===== config.mk =====
export PLATFORM = sky130hd
export DESIGN_NAME = glyph_engine
export DESIGN_NICKNAME = d
export VERILOG_FILES = /design/src/rtl/glyph_pkg.sv /design/src/rtl/glyph_ctrl.sv /design/src/rtl/glyph_datapath.sv /design/src/rtl/glyph_engine.sv
export SDC_FILE = /design/constraint.sdc
export NUM_CORES = 1
export LEC_CHECK = 0
export BUFFER_PORTS_ARGS = -buffer_cell sky130_fd_sc_hd__buf_2
export CAP_MARGIN = 20
export CORE_ASPECT_RATIO = 1.1
export CORE_MARGIN = 5
export CORE_UTILIZATION = 50
export CTS_CLUSTER_SIZE = 8
export DETAILED_ROUTE_END_ITERATION = 6
export GPL_TIMING_DRIVEN = 0
export PLACE_DENSITY_LB_ADDON = 0.2
export SLEW_MARGIN = 40
export SYNTH_ARGS = -nofsm -noshare
export SYNTH_HDL_FRONTEND = slang
export SYNTH_SLANG_ARGS = --single-unit

===== constraint.sdc =====
create_clock -name clk -period 6 [get_ports clk]
set_input_delay 0.6 -clock clk [delete_from_list [all_inputs] [get_ports clk]]
set_output_delay 0.6 -clock clk [all_outputs]
set_load 0.005 [all_outputs]

===== src/rtl/glyph_pkg.sv =====
package glyph_pkg;
  localparam int CmdAw       = 6;
  localparam int XW          = 11;
  localparam int YW          = 10;
  localparam int PixW        = 24;
  localparam int XFieldLsb   = 19;
  localparam int YFieldLsb   = 3;
  localparam logic [31:0] YBias = 32'd63;
  localparam logic [31:0] DrawOpcode = 32'h0000_0a21;

  localparam int Vert1Word   = 13;
  localparam int Vert2Word   = 14;
  localparam int FgWord      = 16;
  localparam int BgWord      = 29;

  localparam int GlyphWords  = 11;
  localparam int GlyphLoBase = 4;
  localparam int GlyphLoCnt  = 8;
  localparam int GlyphHiBase = 30;
  localparam int GlyphRowPix = 16;
  localparam int GlyphIdxW   = $clog2(GlyphWords + 1);
  localparam int RowIdxW     = GlyphIdxW + 1;

  localparam logic [7:0] GreyKeyMid = 8'd7;
  localparam logic [7:0] GreyMid    = 8'hC0;
  localparam logic [7:0] GreyFull   = 8'hFF;

  typedef struct packed {
    logic               launch;
    logic               capV1;
    logic               capV2;
    logic               capFg;
    logic               capBg;
    logic               capGlyph;
    logic               pixWe;
    logic               rowStart;
    logic [RowIdxW-1:0] rowIdx;
    logic [XW-1:0]      col;
  } ctrl_t;
endpackage


===== src/rtl/glyph_ctrl.sv =====
module glyph_ctrl
  import glyph_pkg::*;
(
  input  logic             clk,
  input  logic             rstN,
  input  logic             start,
  input  logic             hdrOk,
  input  logic [XW-1:0]    rowWidth,
  output logic [CmdAw-1:0] cmdAddr,
  output logic             busy,
  output logic             done,
  output ctrl_t            ctl
);
  typedef enum logic [3:0] {
    S_IDLE, S_HDR, S_V1, S_V2, S_FG, S_BG, S_G0, S_GADDR, S_GCAP, S_PIX, S_FIN
  } state_t;

  state_t               state, stateNext;
  logic [GlyphIdxW-1:0] glyphIdx;
  logic                 rowHalf;
  logic [XW-1:0]        col;
  logic                 rowEnd;
  logic                 lastWord;
  logic                 rowLive;
  logic [CmdAw-1:0]     glyphAddr;

  assign rowLive  = (rowWidth != '0);
  assign rowEnd   = !rowLive || (col == rowWidth - 1'b1);
  assign lastWord = (glyphIdx == GlyphIdxW'(GlyphWords - 1));

  // two separate word ranges hold the glyph
  always_comb begin
    if (glyphIdx < GlyphIdxW'(GlyphLoCnt))
      glyphAddr = CmdAw'(GlyphLoBase) + CmdAw'(glyphIdx);
    else
      glyphAddr = CmdAw'(GlyphHiBase - GlyphLoCnt) + CmdAw'(glyphIdx);
  end

  always_comb begin
    stateNext = state;
    case (state)
      S_IDLE:  if (start) stateNext = S_HDR;
      S_HDR:   stateNext = S_V1;
      S_V1:    stateNext = hdrOk ? S_V2 : S_FIN;
      S_V2:    stateNext = S_FG;
      S_FG:    stateNext = S_BG;
      S_BG:    stateNext = S_G0;
      S_G0:    stateNext = S_GCAP;
      S_GADDR: stateNext = S_GCAP;
      S_GCAP:  stateNext = S_PIX;
      S_PIX:   if (rowEnd && rowHalf) stateNext = lastWord ? S_FIN : S_GADDR;
      S_FIN:   stateNext = S_IDLE;
      default: stateNext = S_IDLE;
    endcase
  end

  always_comb begin
    case (state)
      S_V1:    cmdAddr = CmdAw'(Vert1Word);
      S_V2:    cmdAddr = CmdAw'(Vert2Word);
      S_FG:    cmdAddr = CmdAw'(FgWord);
      S_BG:    cmdAddr = CmdAw'(BgWord);
      S_G0,
      S_GADDR: cmdAddr = glyphAddr;
      default: cmdAddr = '0;
    endcase
  end

  always_ff @(posedge clk or negedge rstN) begin
    if (!rstN) begin
      state    <= S_IDLE;
      glyphIdx <= '0;
      rowHalf  <= 1'b0;
      col      <= '0;
    end else begin
      state <= stateNext;
      case (state)
        S_IDLE: begin
          glyphIdx <= '0;
          rowHalf  <= 1'b0;
          col      <= '0;
        end
        S_PIX: begin
          if (rowEnd) begin
            col <= '0;
            if (rowHalf) begin
              rowHalf  <= 1'b0;
              glyphIdx <= glyphIdx + 1'b1;
            end else begin
              rowHalf <= 1'b1;
            end
          end else begin
            col <= col + 1'b1;
          end
        end
        default: ;
      endcase
    end
  end

  // data for an address issued in one state is captured in the next
  always_comb begin
    ctl          = '0;
    ctl.launch   = (state == S_IDLE) && start;
    ctl.capV1    = (state == S_V2);
    ctl.capV2    = (state == S_FG);
    ctl.capFg    = (state == S_BG);
    ctl.capBg    = (state == S_G0);
    ctl.capGlyph = (state == S_GCAP);
    ctl.pixWe    = (state == S_PIX) && rowLive;
    ctl.rowStart = ctl.pixWe && (col == '0);
    ctl.rowIdx   = {glyphIdx, rowHalf};
    ctl.col      = col;
  end

  assign busy = (state != S_IDLE);
  assign done = (state == S_FIN);
endmodule


===== src/rtl/glyph_datapath.sv =====
module glyph_datapath
  import glyph_pkg::*;
#(
  parameter int FbWidth  = 1280,
  parameter int FbHeight = 1024
) (
  input  logic            clk,
  input  logic            rstN,
  input  ctrl_t           ctl,
  input  logic [31:0]     cmdData,
  input  logic            mode24,
  output logic            hdrOk,
  output logic [XW-1:0]   rowWidth,
  output logic            fbWe,
  output logic [XW-1:0]   fbX,
  output logic [YW-1:0]   fbY,
  output logic [PixW-1:0] fbData,
  output logic            dirtyValid,
  output logic [XW-1:0]   dirtyMinX,
  output logic [YW-1:0]   dirtyMinY,
  output logic [XW-1:0]   dirtyMaxX,
  output logic [YW-1:0]   dirtyMaxY
);
  // a single conditional subtract suffices: field range is below twice the limit
  function automatic logic [XW-1:0] wrapX(input logic [XW-1:0] raw);
    logic [XW:0] diff;
    diff = {1'b0, raw} - (XW+1)'(FbWidth);
    return ({1'b0, raw} >= (XW+1)'(FbWidth)) ? diff[XW-1:0] : raw;
  endfunction

  function automatic logic [YW-1:0] wrapY(input logic [YW:0] raw);
    logic [YW:0] diff;
    diff = raw - (YW+1)'(FbHeight);
    return (raw >= (YW+1)'(FbHeight)) ? diff[YW-1:0] : raw[YW-1:0];
  endfunction

  function automatic logic [XW-1:0] decodeX(input logic [31:0] v);
    return wrapX(v[XFieldLsb +: XW]);
  endfunction

  function automatic logic [YW-1:0] decodeY(input logic [31:0] v);
    logic [31:0] unbiased;
    unbiased = v - YBias;
    return wrapY({1'b0, unbiased[YFieldLsb +: YW]});
  endfunction

  function automatic logic [PixW-1:0] shade(input logic [31:0] c, input logic wide);
    if (!wide)                  return {{(PixW-8){1'b0}}, c[7:0]};
    if (c[23:16] == 8'd0)       return '0;
    if (c[23:16] == GreyKeyMid) return {3{GreyMid}};
    return {3{GreyFull}};
  endfunction

  logic            wideReg;
  logic [XW-1:0]   x0Reg, x2Reg;
  logic [YW-1:0]   y0Reg;
  logic [PixW-1:0] fgPix, bgPix;
  logic [31:0]     glyphReg;
  logic [GlyphRowPix-1:0] rowBits;
  logic            bitOn;
  logic [YW-1:0]   rowY;

  assign hdrOk    = (cmdData == DrawOpcode);
  assign rowWidth = (x2Reg > x0Reg) ? (x2Reg - x0Reg) : '0;
  assign rowBits  = ctl.rowIdx[0] ? glyphReg[31:16] : glyphReg[15:0];
  assign bitOn    = (ctl.col < XW'(GlyphRowPix)) && rowBits[ctl.col[3:0]];
  assign rowY     = wrapY({1'b0, y0Reg} + (YW+1)'(ctl.rowIdx));

  always_ff @(posedge clk or negedge rstN) begin
    if (!rstN) begin
      wideReg  <= 1'b0;
      x0Reg    <= '0;
      x2Reg    <= '0;
      y0Reg    <= '0;
      fgPix    <= '0;
      bgPix    <= '0;
      glyphReg <= '0;
    end else begin
      if (ctl.launch)   wideReg  <= mode24;
      if (ctl.capV1) begin
        x0Reg <= decodeX(cmdData);
        y0Reg <= decodeY(cmdData);
      end
      if (ctl.capV2)    x2Reg    <= decodeX(cmdData);
      if (ctl.capFg)    fgPix    <= shade(cmdData, wideReg);
      if (ctl.capBg)    bgPix    <= shade(cmdData, wideReg);
      if (ctl.capGlyph) glyphReg <= cmdData;
    end
  end

  always_ff @(posedge clk or negedge rstN) begin
    if (!rstN) begin
      fbWe   <= 1'b0;
      fbX    <= '0;
      fbY    <= '0;
      fbData <= '0;
    end else begin
      fbWe   <= ctl.pixWe;
      fbX    <= x0Reg + ctl.col;
      fbY    <= rowY;
      fbData <= bitOn ? fgPix : bgPix;
    end
  end

  always_ff @(posedge clk or negedge rstN) begin
    if (!rstN) begin
      dirtyValid <= 1'b0;
      dirtyMinX  <= '0;
      dirtyMaxX  <= '0;
      dirtyMinY  <= '0;
      dirtyMaxY  <= '0;
    end else if (ctl.rowStart) begin
      dirtyValid <= 1'b1;
      if (!dirtyValid || x0Reg < dirtyMinX) dirtyMinX <= x0Reg;
      if (!dirtyValid || x2Reg > dirtyMaxX) dirtyMaxX <= x2Reg;
      if (!dirtyValid || rowY < dirtyMinY)  dirtyMinY <= rowY;
      if (!dirtyValid || rowY > dirtyMaxY)  dirtyMaxY <= rowY;
    end
  end
endmodule


===== src/rtl/glyph_engine.sv =====
module glyph_engine
  import glyph_pkg::*;
#(
  parameter int FbWidth  = 1280,
  parameter int FbHeight = 1024
) (
  input  logic             clk,
  input  logic             rstN,
  input  logic             start,
  input  logic             mode24,
  output logic [CmdAw-1:0] cmdAddr,
  input  logic [31:0]      cmdData,
  output logic             busy,
  output logic             done,
  output logic             fbWe,
  output logic [XW-1:0]    fbX,
  output logic [YW-1:0]    fbY,
  output logic [PixW-1:0]  fbData,
  output logic             dirtyValid,
  output logic [XW-1:0]    dirtyMinX,
  output logic [YW-1:0]    dirtyMinY,
  output logic [XW-1:0]    dirtyMaxX,
  output logic [YW-1:0]    dirtyMaxY
);
  ctrl_t         ctl;
  logic          hdrOk;
  logic [XW-1:0] rowWidth;

  glyph_ctrl u_ctrl (
    .clk      (clk),
    .rstN     (rstN),
    .start    (start),
    .hdrOk    (hdrOk),
    .rowWidth (rowWidth),
    .cmdAddr  (cmdAddr),
    .busy     (busy),
    .done     (done),
    .ctl      (ctl)
  );

  glyph_datapath #(.FbWidth(FbWidth), .FbHeight(FbHeight)) u_dp (
    .clk        (clk),
    .rstN       (rstN),
    .ctl        (ctl),
    .cmdData    (cmdData),
    .mode24     (mode24),
    .hdrOk      (hdrOk),
    .rowWidth   (rowWidth),
    .fbWe       (fbWe),
    .fbX        (fbX),
    .fbY        (fbY),
    .fbData     (fbData),
    .dirtyValid (dirtyValid),
    .dirtyMinX  (dirtyMinX),
    .dirtyMinY  (dirtyMinY),
    .dirtyMaxX  (dirtyMaxX),
    .dirtyMaxY  (dirtyMaxY)
  );
endmodule


**Word-level counts from Yosys, hierarchy flattened**

Index checks and enable logic that the tools add are counted.

- $add $sub $neg: 11
- Order comparisons: 10
- Equal/unequal tests: 18
- Multiplexer cells: 46
- Reductions and logical operators: 26

Operators by type and width:

| cell | number |
|---|---|
| two-way mux 24 bit | 10 |
| one-hot mux 4 bit (9 select lines) | 1 |
| two-way mux 11 bit | 3 |
| equality test 32 x 12 -> 1 bit (second input constant) | 1 |
| one-hot mux 6 bit (5 select lines) | 1 |
| two-way mux 4 bit | 6 |
| >= comparator 11 bit (second input constant) | 2 |
| > comparator 11 bit | 2 |
| one-hot mux 11 bit (2 select lines) | 1 |
| two-way mux 1 bit | 18 |
| equality test 4 x 3 -> 1 bit (second input constant) | 4 |
| equality test 4 bit (second input constant) | 4 |
| two-way mux 16 bit | 1 |
| subtractor 13 x 6 -> 13 bit (second input constant) | 1 |
| AND reduction 2 bit | 6 |
| adder 10 x 5 -> 11 bit | 1 |
| adder 11 x 1 -> 11 bit (second input constant) | 1 |
| adder 11 bit | 1 |
| equality test 11 bit | 1 |
| logical NOT 11 bit | 1 |
| < comparator 11 bit | 1 |
| < comparator 11 x 5 -> 1 bit (second input constant) | 1 |
| nonzero test 11 bit | 1 |
| subtractor 11 x 1 -> 11 bit (second input constant) | 1 |
| 29 further kinds | 41 |

- Bits in registers: 222
- Output and inout port bits: 97
- Logic and storage cells: 131

**Logic depth before layout (Yosys ltp)**

Gate-level depths: netlist of run 1.

- Depth in word-level cells: 10
- Depth in mapped cells: 22
- Gate-level depth less buffers: 18

**By module**

A second synthesis of run 1 with hierarchy kept.

- Cell total of the unflattened synthesis: 1076
- Area, all modules: 10867.9 um^2

Modules (own cells, without submodules):

| module | times used | cells each | area each (um^2) | sequential area each (um^2) |
|---|---|---|---|---|
| glyph_datapath | 1 | 840 | 9063.7 | 4003.8 |
| glyph_ctrl | 1 | 236 | 1804.2 | 500.5 |

**Least setup slack after synthesis of run 1**

Ideal clock, no wire load.

- Kind: register to register
- From: register u_dp.x0Reg[6]
- To: register u_ctrl.col[6]
- Library setup time: 0.126 ns
- Arrival: 4.315 ns
- Data required time: 5.874 ns
- Path slack: 1.558 ns
- Cell stages (with the launch flop): 22
- Buffers on the path: 4
- Period minus slack after synthesis: 4.442 ns
- Cell sequence: dfrtp_1 inv_1 ha_1 buf_2 a21oi_2 o21ai_0 a21o_1 a221oi_1 nor2_1 nand2_1 ha_1 clkbuf_1 xnor2_1 nand3_1 o21ai_0 nand4b_1 or4_4 nor4b_4 a31oi_1 buf_2 buf_2 a221o_1

- Longest elaborated chain between the ends: 7
- Elaborated cells between the ends (all ways): 10
- Classes of those cells: add/sub (2); order compare (1); eq/ne (1); mux (3); reduce/logical (3)

Ends and longest elaborated chain:

| item | line | source |
|---|---|---|
| start: declaration | glyph_datapath.sv:55 | `logic [XW-1:0] x0Reg, x2Reg;` |
| start signal: assignment | glyph_datapath.sv:81 | `x0Reg <= decodeX(cmdData);` |
| subtractor 11 bit or > comparator 11 bit (tied branches) | glyph_datapath.sv:64 | `assign rowWidth = (x2Reg > x0Reg) ? (x2Reg - x0Reg) : '0;` |
| two-way mux 11 bit * | glyph_datapath.sv:64 |  |
| subtractor 11 x 1 -> 11 bit or nonzero test 11 bit (tied branches) | glyph_ctrl.sv:28, glyph_ctrl.sv:27 |  |
| equality test 11 bit or logical NOT 1 bit (tied branches) | glyph_ctrl.sv:28 | `assign rowEnd = !rowLive \|\| (col == rowWidth - 1'b1);` |
| logical OR 1 bit * | glyph_ctrl.sv:28 |  |
| two-way mux 11 bit * | glyph_ctrl.sv:84 | `if (rowEnd) begin` |
| one-hot mux 11 bit (2 select lines) * | glyph_ctrl.sv:77 | `case (state)` |
| end signal: assignment | glyph_ctrl.sv:93 | `col <= col + 1'b1;` |
| end: declaration | glyph_ctrl.sv:21 | `logic [XW-1:0] col;` |

Every way passes the cells marked *; elsewhere a longest branch is shown, timed or not.
A chain may end at the register's enable or synchronous reset.

**Final worst setup path of run 1**

- From: register u_dp.x0Reg[2]
- To: register u_ctrl.state[2]

- Longest elaborated chain between the ends: 8
- Elaborated cells between the ends (all ways): 11
- Classes of those cells: add/sub (2); order compare (1); eq/ne (2); mux (1); reduce/logical (5)

Ends and longest elaborated chain:

| item | line | source |
|---|---|---|
| subtractor 11 bit or > comparator 11 bit (tied branches) | glyph_datapath.sv:64 |  |
| two-way mux 11 bit * | glyph_datapath.sv:64 |  |
| subtractor 11 x 1 -> 11 bit or nonzero test 11 bit (tied branches) | glyph_ctrl.sv:28, glyph_ctrl.sv:27 |  |
| equality test 11 bit or logical NOT 1 bit (tied branches) | glyph_ctrl.sv:28 |  |
| logical OR 1 bit * | glyph_ctrl.sv:28 |  |
| logical AND 1 bit * | glyph_ctrl.sv:51 | `S_PIX: if (rowEnd && rowHalf) stateNext = lastWord ? S_FIN : S_GADDR;` |
| != test 2 x 1 -> 1 bit (no line) * | - |  |
| AND reduction 2 bit (no line) * | - |  |
| end signal: assignment | glyph_ctrl.sv:76 | `state <= stateNext;` |
| end: declaration | glyph_ctrl.sv:18 | `state_t state, stateNext;` |

Marks and branches as above.

==> results, run 1 <==
- The flow ran to the end, and the final reports show no timing, DRC or antenna violations.
- The number of hold buffers added after CTS was 0.
- The cell with the largest stage delay on the worst path is a221oi_1.
- The most instantiated flip-flop cell in the synthesis netlist is dfrtp_1.
- After global routing the overflow that remains totals 0.
- CTS built an H-tree with a depth of 4.
- The number of distinct standard cells referenced by the synthesized netlist is 70.
- The first global-routing pass estimated 43,200 um of wire.
- The maximum achievable frequency is 175 MHz.
- The number of buffers inserted to repair setup after CTS is 0.
- The maximum VDD drop is 0.266 mV.
- The post-synthesis instance total is 1,030.
- The post-route fraction of the period consumed by the critical path is 0.951.
- The via count of the first global-routing pass came to 8,153.
- The effective utilization at floorplan is 0.509.
- In this run, synthesis inferred 0 flip-flops with an integrated enable.
- The final count of hold timing violations is 0.
- The number of design-rule violations left by the first detailed-router iteration is 533.
- For the worst setup path, the data required time is 6380 ps.
- The arrival time reported for the critical path endpoint is 6080 ps.
- The worst setup path is of the register to register kind.
- The number of placement rows is 55.
- The area of placed instances is 11,600 um2.
- The minimum setup slack after placement is 408 ps.
- After filler insertion, the fill cell instance count of the layout stands at 1,852.
- For this run, the register share of the synthesized area comes to 0.429.
- The reported leakage power is 5.72 nW.
- The signal on the critical path passes through inv_1 > ha_1 > or2_1 > o22ai_2 > o21ai_1 > a221oi_1 > nor2_1 > nand2_1 > ha_1 > clkbuf_1 > xnor2_1 > nand3_1 > o21ai_0 > nand4b_1 > or4_4 > nor4b_4 > a31oi_1 > buf_2 > buf_2 > nor2_1 > o21a_1.
- The clock root buffer is clkbuf_16.
- On the worst path, the slowest cell contributes a delay of 650 ps.
- The placeable core region is 20,600 um2.
- The average cell area after synthesis is 10.2 um2.
- Wires add up to 26,300 um.
- At the later pin of the worst-skew pair, clock insertion delay measures 440 ps.
- The number of primary I/O pins is 133.
- Compared with the post-synthesis result, the final layout area differs by 16.2%.
- The post-layout net count is 1,298.
- TritonCTS created 17 clock buffers.
- Summing every instance area after synthesis gives 10,500 um2.
- The clock period could shrink to 5710 ps.
- The setup clock skew after layout is 12.7 ps.
- The number of antenna violations at the first check in global routing is 2.
- The DRC violation count after routing is 0.
- No sink is reached through more buffers than the 2 on the longest clock path.
- The total power density per cell area is 417 nW/um2.
- The number of optimization iterations in the first detailed-route pass is 5.
- The slew at the pin closest to its max-slew limit is 840 ps.
- The total buffers and inverters traversed by the critical path is 4.
- The share of flip-flops with an asynchronous set or reset is 1.00.
- Setup repair after global routing left no endpoint under its margin.
- The TritonCTS sink count is 180.
- The height of the die is 162 um.
- The warning count from the yosys run is 0.
- STA classifies the critical path endpoint as a register.
- The count of max-cap constraint violations is 0.
- The tightest min-delay check is of the primary input to async pin type.
- In this run, synthesis produced a sequential element count of 180.
- The global-route total usage across every layer is 0.225.
- The count of buffers inserted at the top-level ports is 132.
- The top cell type by total area after synthesis is dfrtp_1.
- The kind of cell adding the most delay to the critical path is simple AND/OR/NAND/NOR gates.
- After synthesis, the cell types taking the most area are dfrtp_1, ha_1, mux2_2.
- Registers take 4500 um2.
- The post-synth net total is 1,145.
- After routing the design area is 12,200 um2.
- The total count of max-transition violations in the final report is 0.
- After detailed routing, the average wire length per cell comes to 18.1 um.
- Across all layers, the routed design uses 8,210 vias.
- Entering global routing, the biggest net connects 72 pins.
- The top fanout value on the critical path is 10.
- Of the post-synthesis cell area, the dominant cell type holds 0.429.
- The TritonCTS clock tree is built.
- In this run the remaining antenna-violating nets after routing total 0.
- The multi-input combinational cell area is 5420 um2.
- The worst path meets setup with 292 ps of slack.
- Detailed placement ended at an HPWL of 20,300 um.
- Gates resized during post-CTS repair numbered 0.
- The final RePlAce weighted congestion is 0.872.
- The kind of start point of the critical path is a register.
- The die covers 24,000 um2.
- From left edge to right edge, the die measures 148 um.
- The clock edge transition at the registers on the reported setup and hold paths is 70 ps.
- Setup violations remaining at the end of the flow were counted as 0.
- The share of final-layout standard cells stronger than drive strength 1 is 0.256.
- Measured against its own limit, the worst slew margin works out to 0.440.
- The via density per instance is 5.65.
- The accumulated negative setup slack is 0 ps.
-- cell type report --
class                   instances  share of cell area
diodes                          2            0.000410
plain buffers                  55              0.0227
clock buffers                  17              0.0349
clock inverters                15              0.0172
inverters                      84              0.0258
multi-input cells             711               0.444
flip-flops and latches        180               0.369
well taps                     256              0.0262
repair buffers                134              0.0595
-- power by group --
part / internal [mW] / switching (mW) / leakage (nW) / total (mW)
Sequential: 1.48 / 0.204 / 2.09 / 1.69
Combinational: 0.987 / 1.22 / 3.32 / 2.21
Clock: 0.642 / 0.550 / 0.305 / 1.19
Total: 3.11 / 1.98 / 5.72 / 5.09
-- state kept, by name, indices dropped and copies added (netlist names), 4 cells and up --
| name | count |
|---|---|
| u_dp.dirtyMinX | 11 |
| u_dp.fbX | 11 |
| u_dp.dirtyMaxY | 10 |
| u_ctrl.glyphIdx | 4 |
| u_dp.x0Reg | 11 |
| u_dp.x2Reg | 11 |
| u_dp.fbY | 10 |
| u_ctrl.state | 4 |
| u_dp.bgPix | 10 |
| u_dp.dirtyMaxX | 11 |
| u_dp.fgPix | 10 |
| u_ctrl.col | 11 |
| u_dp.glyphReg | 32 |
| u_dp.y0Reg | 10 |
| u_dp.fbData | 10 |
| u_dp.dirtyMinY | 10 |
-- cells in the final DEF (no fill, tap or decap), types with 12 or more instances in the layout --
| cell | netlist | routed |
|---|---|---|
| dfrtp_1 | 180 | 180 |
| buf_2 | 8 | 139 |
| nand2_1 | 85 | 85 |
| inv_1 | 84 | 84 |
| mux2_2 | 82 | 82 |
| ha_1 | 76 | 76 |
| o21ai_0 | 66 | 66 |
| a21oi_1 | 59 | 59 |
| nor2_1 | 42 | 41 |
| nand3_1 | 32 | 32 |
| xnor2_1 | 29 | 29 |
| clkbuf_1 | 29 | 29 |
| a21o_1 | 20 | 20 |
| nor3_1 | 21 | 19 |
| mux2i_1 | 19 | 19 |
| clkbuf_16 | 0 | 17 |
| buf_4 | 16 | 16 |
| and3_1 | 14 | 14 |
| xor2_1 | 12 | 12 |
| nand4_1 | 12 | 12 |
-- Yosys cell counts (4+ instances only) --
cell,n
a21o_1,20
o21bai_1,4
nand4_1,12
a221o_1,4
or3_1,7
nand3_1,32
and3_1,14
clkbuf_1,29
a21oi_1,59
buf_2,8
or2_2,7
nor3_1,21
buf_4,16
and2_1,6
xor2_1,12
mux2_2,82
nand2b_1,11
a31oi_1,4
nor2b_1,6
mux4_2,10
nor4_1,6
a211oi_1,7
o21a_1,11
dfrtp_1,180
mux2i_1,19
nand2_1,85
ha_1,76
xnor2_1,29
o21ai_0,66
inv_1,84
nor2_1,42
-- cell families after synthesis --
logic type	after synthesis	share of synthesized area
AOI/OAI and AO/OA	214	0.129
muxes	111	0.127
xor gates and xnor gates	41	0.0342
buffers and inverters	139	0.0564
and+or+nand+nor	266	0.128
adders and majority gates	79	0.0963
DFF	180	0.429
-- worst paths after layout --
| path | cells after the start | slack, ps | from | to |
|---|---|---|---|---|
| setup / recovery | 21 | 290 | u_dp.x0Reg[2] | u_ctrl.state[2] |
| max in group asynchronous | 3 | 4910 | rstN | u_dp.glyphReg[9] |
| hold / removal | 1 | 50 | rstN | u_dp.fbX[8] |
| setup reg to reg | 21 | 290 | u_dp.x0Reg[2] | u_ctrl.state[2] |
| hold reg to reg | 2 | 480 | u_dp.bgPix[3] | u_dp.bgPix[3] |
| min in group clk | 2 | 410 | cmdData[14] | u_dp.glyphReg[14] |
-- metrics by stage --
stage                     std cells  hold slack, ps   util  total power, mW
after floorplan                1030             304      -             3.22
after global placement         1418             459  0.556             3.85
after detailed placement       1420             466  0.560             3.91
after CTS                      1452            54.2  0.591             5.12
after global routing           1454            68.9  0.591             5.47
final                          1454            50.5  0.591             5.09
-- metal layers --
metal,GRT usage,routed length [um],vias to the layer above
met5,0,0,-
li1,-,-,3942
met4,0.0605,508,0
met1,0.322,12400,4003
met2,0.357,12200,227
met3,0.0377,1280,38
(Power assumes the default switching activity.)
==> run 2, diff against run 1 <==
==> constraint.sdc (replaced) <==
create_clock -name clk -period 6 [get_ports clk]
set_input_delay 0.3 -clock clk [delete_from_list [all_inputs] [get_ports clk]]
set_output_delay 0.3 -clock clk [all_outputs]
set_load 0.005 [all_outputs]
==> run 2 against run 1 <==
- wire length about the same
- maximum frequency about the same
- setup slack about the same
- clock skew down 1.2 ps
- first-iteration DRC count down 3.8%
- critical path type unchanged
==> results, run 2 (synthesis results as in run 1) <==
- The post-route fraction of the period consumed by the critical path is 0.951.
- CTS placed an instance of clkbuf_16 at the clock tree root.
- The tightest hold margin is 102 ps.
- The number of placement rows is 55.
- The number of antenna violations at the first check in global routing is 2.
- The final count of hold timing violations is 0.
- The largest net degree at the start of global routing is 72.
- The aggregate global routing overflow is 0.
- The total met3 wirelength after detailed routing is 1170 um.
- The highest cell delay on the worst timing path is 650 ps.
- In this run the number of H-tree levels came out at 4.
- The global-route total usage across every layer is 0.225.
- The worst path in the final design needs a cycle of 5710 ps, including I/O delays and setup.
- The number of vias in the routed layout is 8,167.
- The detailed placement HPWL is 20,300 um.
- Among cell families on the critical path, the largest total delay comes from simple AND/OR/NAND/NOR gates.
- STA puts the critical path data required time at 6380 ps.
- The reported net switching power is 1.98 mW.
- The clock share of power is 0.234.
- The clock edge transition at the registers on the reported setup and hold paths is 80 ps.
- The switching part of the total power is 0.389.
- For this block, the routed nets add up to 26,300 um of wire.
- Buffers placed on the I/O ports in this run total 132.
- The placeable core region is 20,600 um2.
- For the final routed database, the setup TNS stands at 0 ps.
- The internal power contribution is 3.11 mW.
- The uppermost layer routed is met4.
- The initial utilization of the core area, before any placement, comes to 0.509.
- The worst setup path is captured at a register.
- Of the total power, registers draw 0.332.
- The register with the most flip-flops in the final layout is u_dp.glyphReg.
- TritonCTS built the clock tree.
- Data arrives at the worst endpoint at 6090 ps.
- The number of gates resized after CTS was 0.
- The CTS buffer count is 17.
- The critical path is of the register to register type.
- The via density per instance is 5.61.
- The later pin in the worst-skew pair is clocked with a latency of 440 ps.
- Traced cell by cell, the critical path runs through inv_1 > ha_1 > or2_1 > o22ai_2 > o21ai_1 > a221oi_1 > nor2_1 > nand2_1 > ha_1 > clkbuf_1 > xnor2_1 > nand3_1 > o21ai_0 > nand4b_1 > or4_4 > nor4b_4 > a31oi_1 > buf_2 > buf_2 > nor2_1 > o21a_1.
- The total count of max-transition violations in the final report was 0.
- The die covers 24,000 um2.
- After the first detailed-routing iteration, the DRC count stood at 513.
- The die boundary width is 148 um.
- The register with the most flip-flops in the layout has 32 of them.
- The number of inserted filler cells in the final layout is 1,851.
- Along the worst path, the maximum fanout reaches 10.
- In the final routed layout, each cell accounts on average for 18.1 um.
- The most common cell after layout, fill and taps aside is dfrtp_1.
- Detailed routing placed a total of 12,200 um of wire on met2.
- Leaving out fill and tap cells, the most frequent cells in the layout are dfrtp_1, buf_2, nand2_1.
- Setup repair after global routing left no endpoint under its margin.
- The reported leakage power is 5.72 nW.
- The via count of the first global-routing pass is 8,153.
- The worst setup path is launched from a register.
- The maximum VDD drop is 0.268 mV.
- The maximum count of clock buffers along a single path is 2.
- In the final design database the tool counted 1,299 nets.
- Timing would allow up to 175 MHz.
- The share of final-layout standard cells stronger than drive strength 1 is 0.256.
- The area growth from synthesis to layout is 16.3%.
- Clock skew on the completed layout was measured at 11.5 ps.
- The run finished with clean final reports.
- The wire length of the first global-routing pass is 43,200 um.
- The detailed router put a total of 12,500 um of wire on met1.
- The logic gate share of total power is 0.434.
- The headroom to the max-slew limit is 0.442.
- The final cell utilization of the core is 0.592.
- The count of max-cap constraint violations is 0.
- For this run, design rule violations remaining after detail routing come to 0.
- The congestion estimate from routability-driven global placement came to 0.872.
- In this run the worst hold path is classified as primary input to register.
- The first detailed-routing pass took 5 iterations.
- At the pin with the least slew margin, the transition time is 837 ps.
- The number of primary I/O pins is 133.
- The total buffers and inverters traversed by the critical path is 4.
- The TritonCTS sink count is 180.
- The height of the die is 162 um.
- Dividing total power by cell area gives a power density of 417 nW/um2.
- The number of setup violations in the final report is 0.
- The number of nets still failing antenna checks after routing is 0.
- The slowest stage of the critical path is the a221oi_1 cell.
[run 2: layout make-up]
class,instances,area (um2),share of cell area
multi-input combinational,711,5420,0.444
sequential,180,4500,0.369
buffer,55,277,0.0226
antenna,2,5.00,0.000410
tap,256,320,0.0262
timing repair buffer,135,736,0.0602
clock inverter,15,210,0.0172
clock buffer,17,425,0.0348
inverter,84,315,0.0258
[run 2: final timing paths]
kind	slack, ps	from	to	depth (start not counted)
setup / recovery	290	u_dp.x0Reg[2]	u_ctrl.state[2]	21
hold / removal	100	cmdData[14]	u_dp.glyphReg[14]	2
setup reg to reg	290	u_dp.x0Reg[2]	u_ctrl.state[2]	21
hold reg to reg	480	u_dp.bgPix[3]	u_dp.bgPix[3]	2
max in group asynchronous	4620	rstN	u_dp.glyphReg[6]	4
min in group asynchronous	340	rstN	u_dp.fbX[8]	2
[run 2: what timing repair did]
item,CTS,global route
hold endpoints to repair,45,0
buffers inserted,0,0
setup endpoints to repair,0,0
hold buffers,1,0
[run 2: worst register-to-register path, cell delays in order, from the launching register on]
cell and delay (ps):
dfrtp_1 500, inv_1 170, ha_1 290, or2_1 280, o22ai_2 250, o21ai_1 200, a221oi_1 650, nor2_1 270
nand2_1 160, ha_1 200, clkbuf_1 380, xnor2_1 170, nand3_1 100, o21ai_0 100, nand4b_1 130, or4_4 450
nor4b_4 300, a31oi_1 160, buf_2 230, buf_2 210, nor2_1 270, o21a_1 170
[run 2: stage by stage]
step | std cells | total power, mW | instance area (um2) | setup slack (ps)
after detailed placement | 1420 | 3.91 | 11600 | 408
after global routing | 1455 | 5.47 | 12200 | 38.7
after global placement | 1418 | 3.85 | 11500 | 396
after floorplan | 1030 | 3.22 | 10500 | 1560
after CTS | 1453 | 5.12 | 12200 | 419
final | 1455 | 5.09 | 12200 | 293
[run 2: per-layer routing]
layer	up-vias	track usage
li1	3948	-
met3	36	0.0374
met2	202	0.357
met4	0	0.0605
met1	3981	0.322
met5	-	0
[run 2: power by group through the flow]
stage	combinational (mW)	sequential [mW]	clock (mW)
after floorplan	1.57	1.65	0
after CTS	2.22	1.69	1.21
after global routing	2.49	1.72	1.26
after global placement	2.15	1.70	0
after detailed placement	2.20	1.71	0
final	2.21	1.69	1.19
==> run 3, diff against run 2 <==
PLACE_DENSITY = 0.73   (was not set)
PLACE_DENSITY_LB_ADDON = not set   (was 0.2)
clock period = 5 ns   (was 6 ns; I/O delays follow)
==> run 3 against run 2 <==
- sequential power up 20%
- global-route usage down 0.33 points
- largest power group unchanged
- wire length down 2.0%
- die area unchanged
- cell count up 0.27%
- non-clock buffer count up 3
- critical endpoint is now u_ctrl.col[7]
- highest routed layer unchanged
- register-to-register slack worse by 50 ps
- critical path depth down 1
==> results, run 3 (synthesis results as in run 1) <==
- In this run the worst path has a maximum fanout of 10.
- The tightest hold margin is 46.5 ps.
- The effective utilization at floorplan is 0.509.
- The number of optimization iterations in the first detailed-route pass is 5.
- The via count of the first global-routing pass was 8,359.
- The flow ran to the end, and the final reports show no timing, DRC or antenna violations.
- The arrival time reported for the critical path endpoint is 5080 ps.
- The count of max-cap constraint violations is 0.
- The DRC violation count after routing is 0.
- The worst path required time is 5320 ps.
- The number of inserted filler cells in the final layout is 1,725.
- Summing all flip-flop and latch instances after layout gives 4510 um2.
- TritonCTS created 17 clock buffers.
- The die is 148 um wide.
- The number of placement rows is 55.
- The total count of max-transition violations in the final report was 0.
- The register with the most flip-flops in the layout has 32 of them.
- Setup violations remaining at the end of the flow were counted as 0.
- The area of the die is 24,000 um2.
- For this design the ratio of total power to cell area is 497 nW/um2.
- The post-layout net count is 1,302.
- The global-route total usage across every layer is 0.222.
- The register with the most flip-flops is u_dp.glyphReg.
- The placeable core region is 20,600 um2.
- The most common cell after layout, fill and taps aside is dfrtp_1.
- Traced cell by cell, the critical path runs through inv_1 > ha_1 > buf_2 > and2_1 > nor2b_1 > and3_2 > a221o_2 > nand2b_1 > ha_1 > buf_4 > xnor2_1 > nand3_1 > o21ai_0 > nand4b_1 > or4_4 > nor4b_4 > a31oi_1 > buf_2 > buf_2 > a221o_1.
- The final cell count without fillers is 1,459.
- Global routing finished with a remaining overflow of 0.
- The final RePlAce weighted congestion is 0.958.
- The height of the die is 162 um.
- Setup repair after global routing left no endpoint under its margin.
- At the pin with the least slew margin, the transition time is 731 ps.
- The CTS H-tree depth is 4.
- On the critical path, the stage with the largest delay is an instance of dfrtp_2.
- The worst setup path is captured at a register.
- The setup clock skew after layout is 16.2 ps.
- The detailed placement HPWL is 19,900 um.
- After clock tree synthesis, the clock-pin slew on the worst setup and hold paths is 80 ps.
- The reported leakage power is 5.74 nW.
- The number of vias in the routed layout is 8,316.
- The area added between synthesis and finish is 16.9%.
- Power comes to 6.10 mW.
- The average routed wire per standard cell is 17.7 um.
- After routing, the total negative slack on setup checks comes to 0 ps.
- The post-route fraction of the period consumed by the critical path is 0.951.
- The number of design-rule violations left by the first detailed-router iteration is 547.
- The kind of start point of the critical path is a register.
- The worst min-delay path category is primary input to register.
- The TritonCTS clock tree is built.
- The number of antenna violations at the first check in global routing came to 3.
- Counting stages on the worst path, the most repeated cell is buf_2.
- The headroom to the max-slew limit is 0.509.
- The highest cell delay on the worst timing path is 470 ps.
- The TritonCTS sink count is 180.
- At the later pin of the worst-skew pair, clock insertion delay measures 450 ps.
- In the layout the commonest cells are dfrtp_1, buf_2, nand2_1.
- In the final layout, the share of cells above drive strength 1 is 0.268.
- The final wirelength is 25,800 um.
- The tree is rooted in a clkbuf_16.
- Buffers placed on the I/O ports in this run total 132.
- Once detail routing completed, the nets flagged for antenna violations numbered 0.
- The maximum VDD drop is 0.291 mV.
- The first global-routing pass estimated 42,900 um of wire.
- The final count of hold timing violations is 0.
- Derived from the worst setup path, the maximum achievable clock frequency is 210 MHz.
- The via density per instance is 5.70.
- The maximum count of clock buffers along a single path is 2.
- Once placement completed, the tool counted placed cells totaling 1,420.
- The clock period minus worst slack is 4760 ps.
- The number of primary I/O pins is 133.
- The setup path with the least slack is of type register to register.
- Entering global routing, the biggest net connects 67 pins.
- The multi-input combinational cell area is 5480 um2.
==> run 3: critical path: cells and delay by family, from the launching register on <==
kind / cells / cell delay, ps
buf+inv: 5 / 950
flops: 1 / 470
xor+xnor: 1 / 140
compound gates: 4 / 1000
simple gates: 8 / 1610
fa+ha+maj: 2 / 450
==> run 3: final timing paths <==
| kind | start | endpoint | slack (ps) | cells after the start |
|---|---|---|---|---|
| worst min register to register | u_dp.fgPix[7] | u_dp.fgPix[7] | 480 | 2 |
| worst min-delay path | cmdData[15] | u_dp.glyphReg[15] | 50 | 2 |
| min in group asynchronous | rstN | u_dp.dirtyMinY[3] | 310 | 2 |
| worst max register to register | u_dp.x0Reg[5] | u_ctrl.col[7] | 240 | 20 |
| worst max-delay path | u_dp.x0Reg[5] | u_ctrl.col[7] | 240 | 20 |
| max in group asynchronous | rstN | u_dp.x0Reg[6] | 3660 | 4 |
==> run 3: stage by stage <==
| step | util | setup slack [ps] | cell area, um2 |
|---|---|---|---|
| global placement | 0.556 | -425 | 11500 |
| floorplan | - | 558 | 10500 |
| CTS | 0.591 | 7.01 | 12200 |
| detailed placement | 0.560 | -416 | 11600 |
| global route | 0.595 | 0.161 | 12300 |
| finish | 0.595 | 244 | 12300 |
==> run 3: what timing repair did <==
item                                    CTS  global route
endpoints found under the hold margin    59             0
hold buffers                              1             0
pin swaps                                 0             2
resized for setup                         4            16
endpoints found under the setup margin   19            59
buffers inserted                          0             3
==> run 3: per-layer routing <==
layer  GRT usage  wire length, um  vias to the layer above  part of all wire
li1            -                -                     3959                 -
met1       0.302            11500                     4071              0.45
met2       0.360            12300                      241              0.48
met3      0.0329             1330                       45             0.051
met4      0.0823              660                        0             0.026
met5           0                0                        -                 0
==> run 3: where the power goes <==
group          switching, mW  internal (mW)
logic                   1.48           1.22
registers              0.239           1.78
clock network          0.695          0.690
total                   2.41           3.69
==> run 3: cell type report <==
cell class	count	share of cell area
flip-flops and latches	180	0.367
clock inverters	15	0.0154
well taps	256	0.0261
inverters	84	0.0257
clock buffers	17	0.0346
multi-input cells	711	0.446
plain buffers	55	0.0228
diodes	3	0.000611
repair buffers	138	0.0617
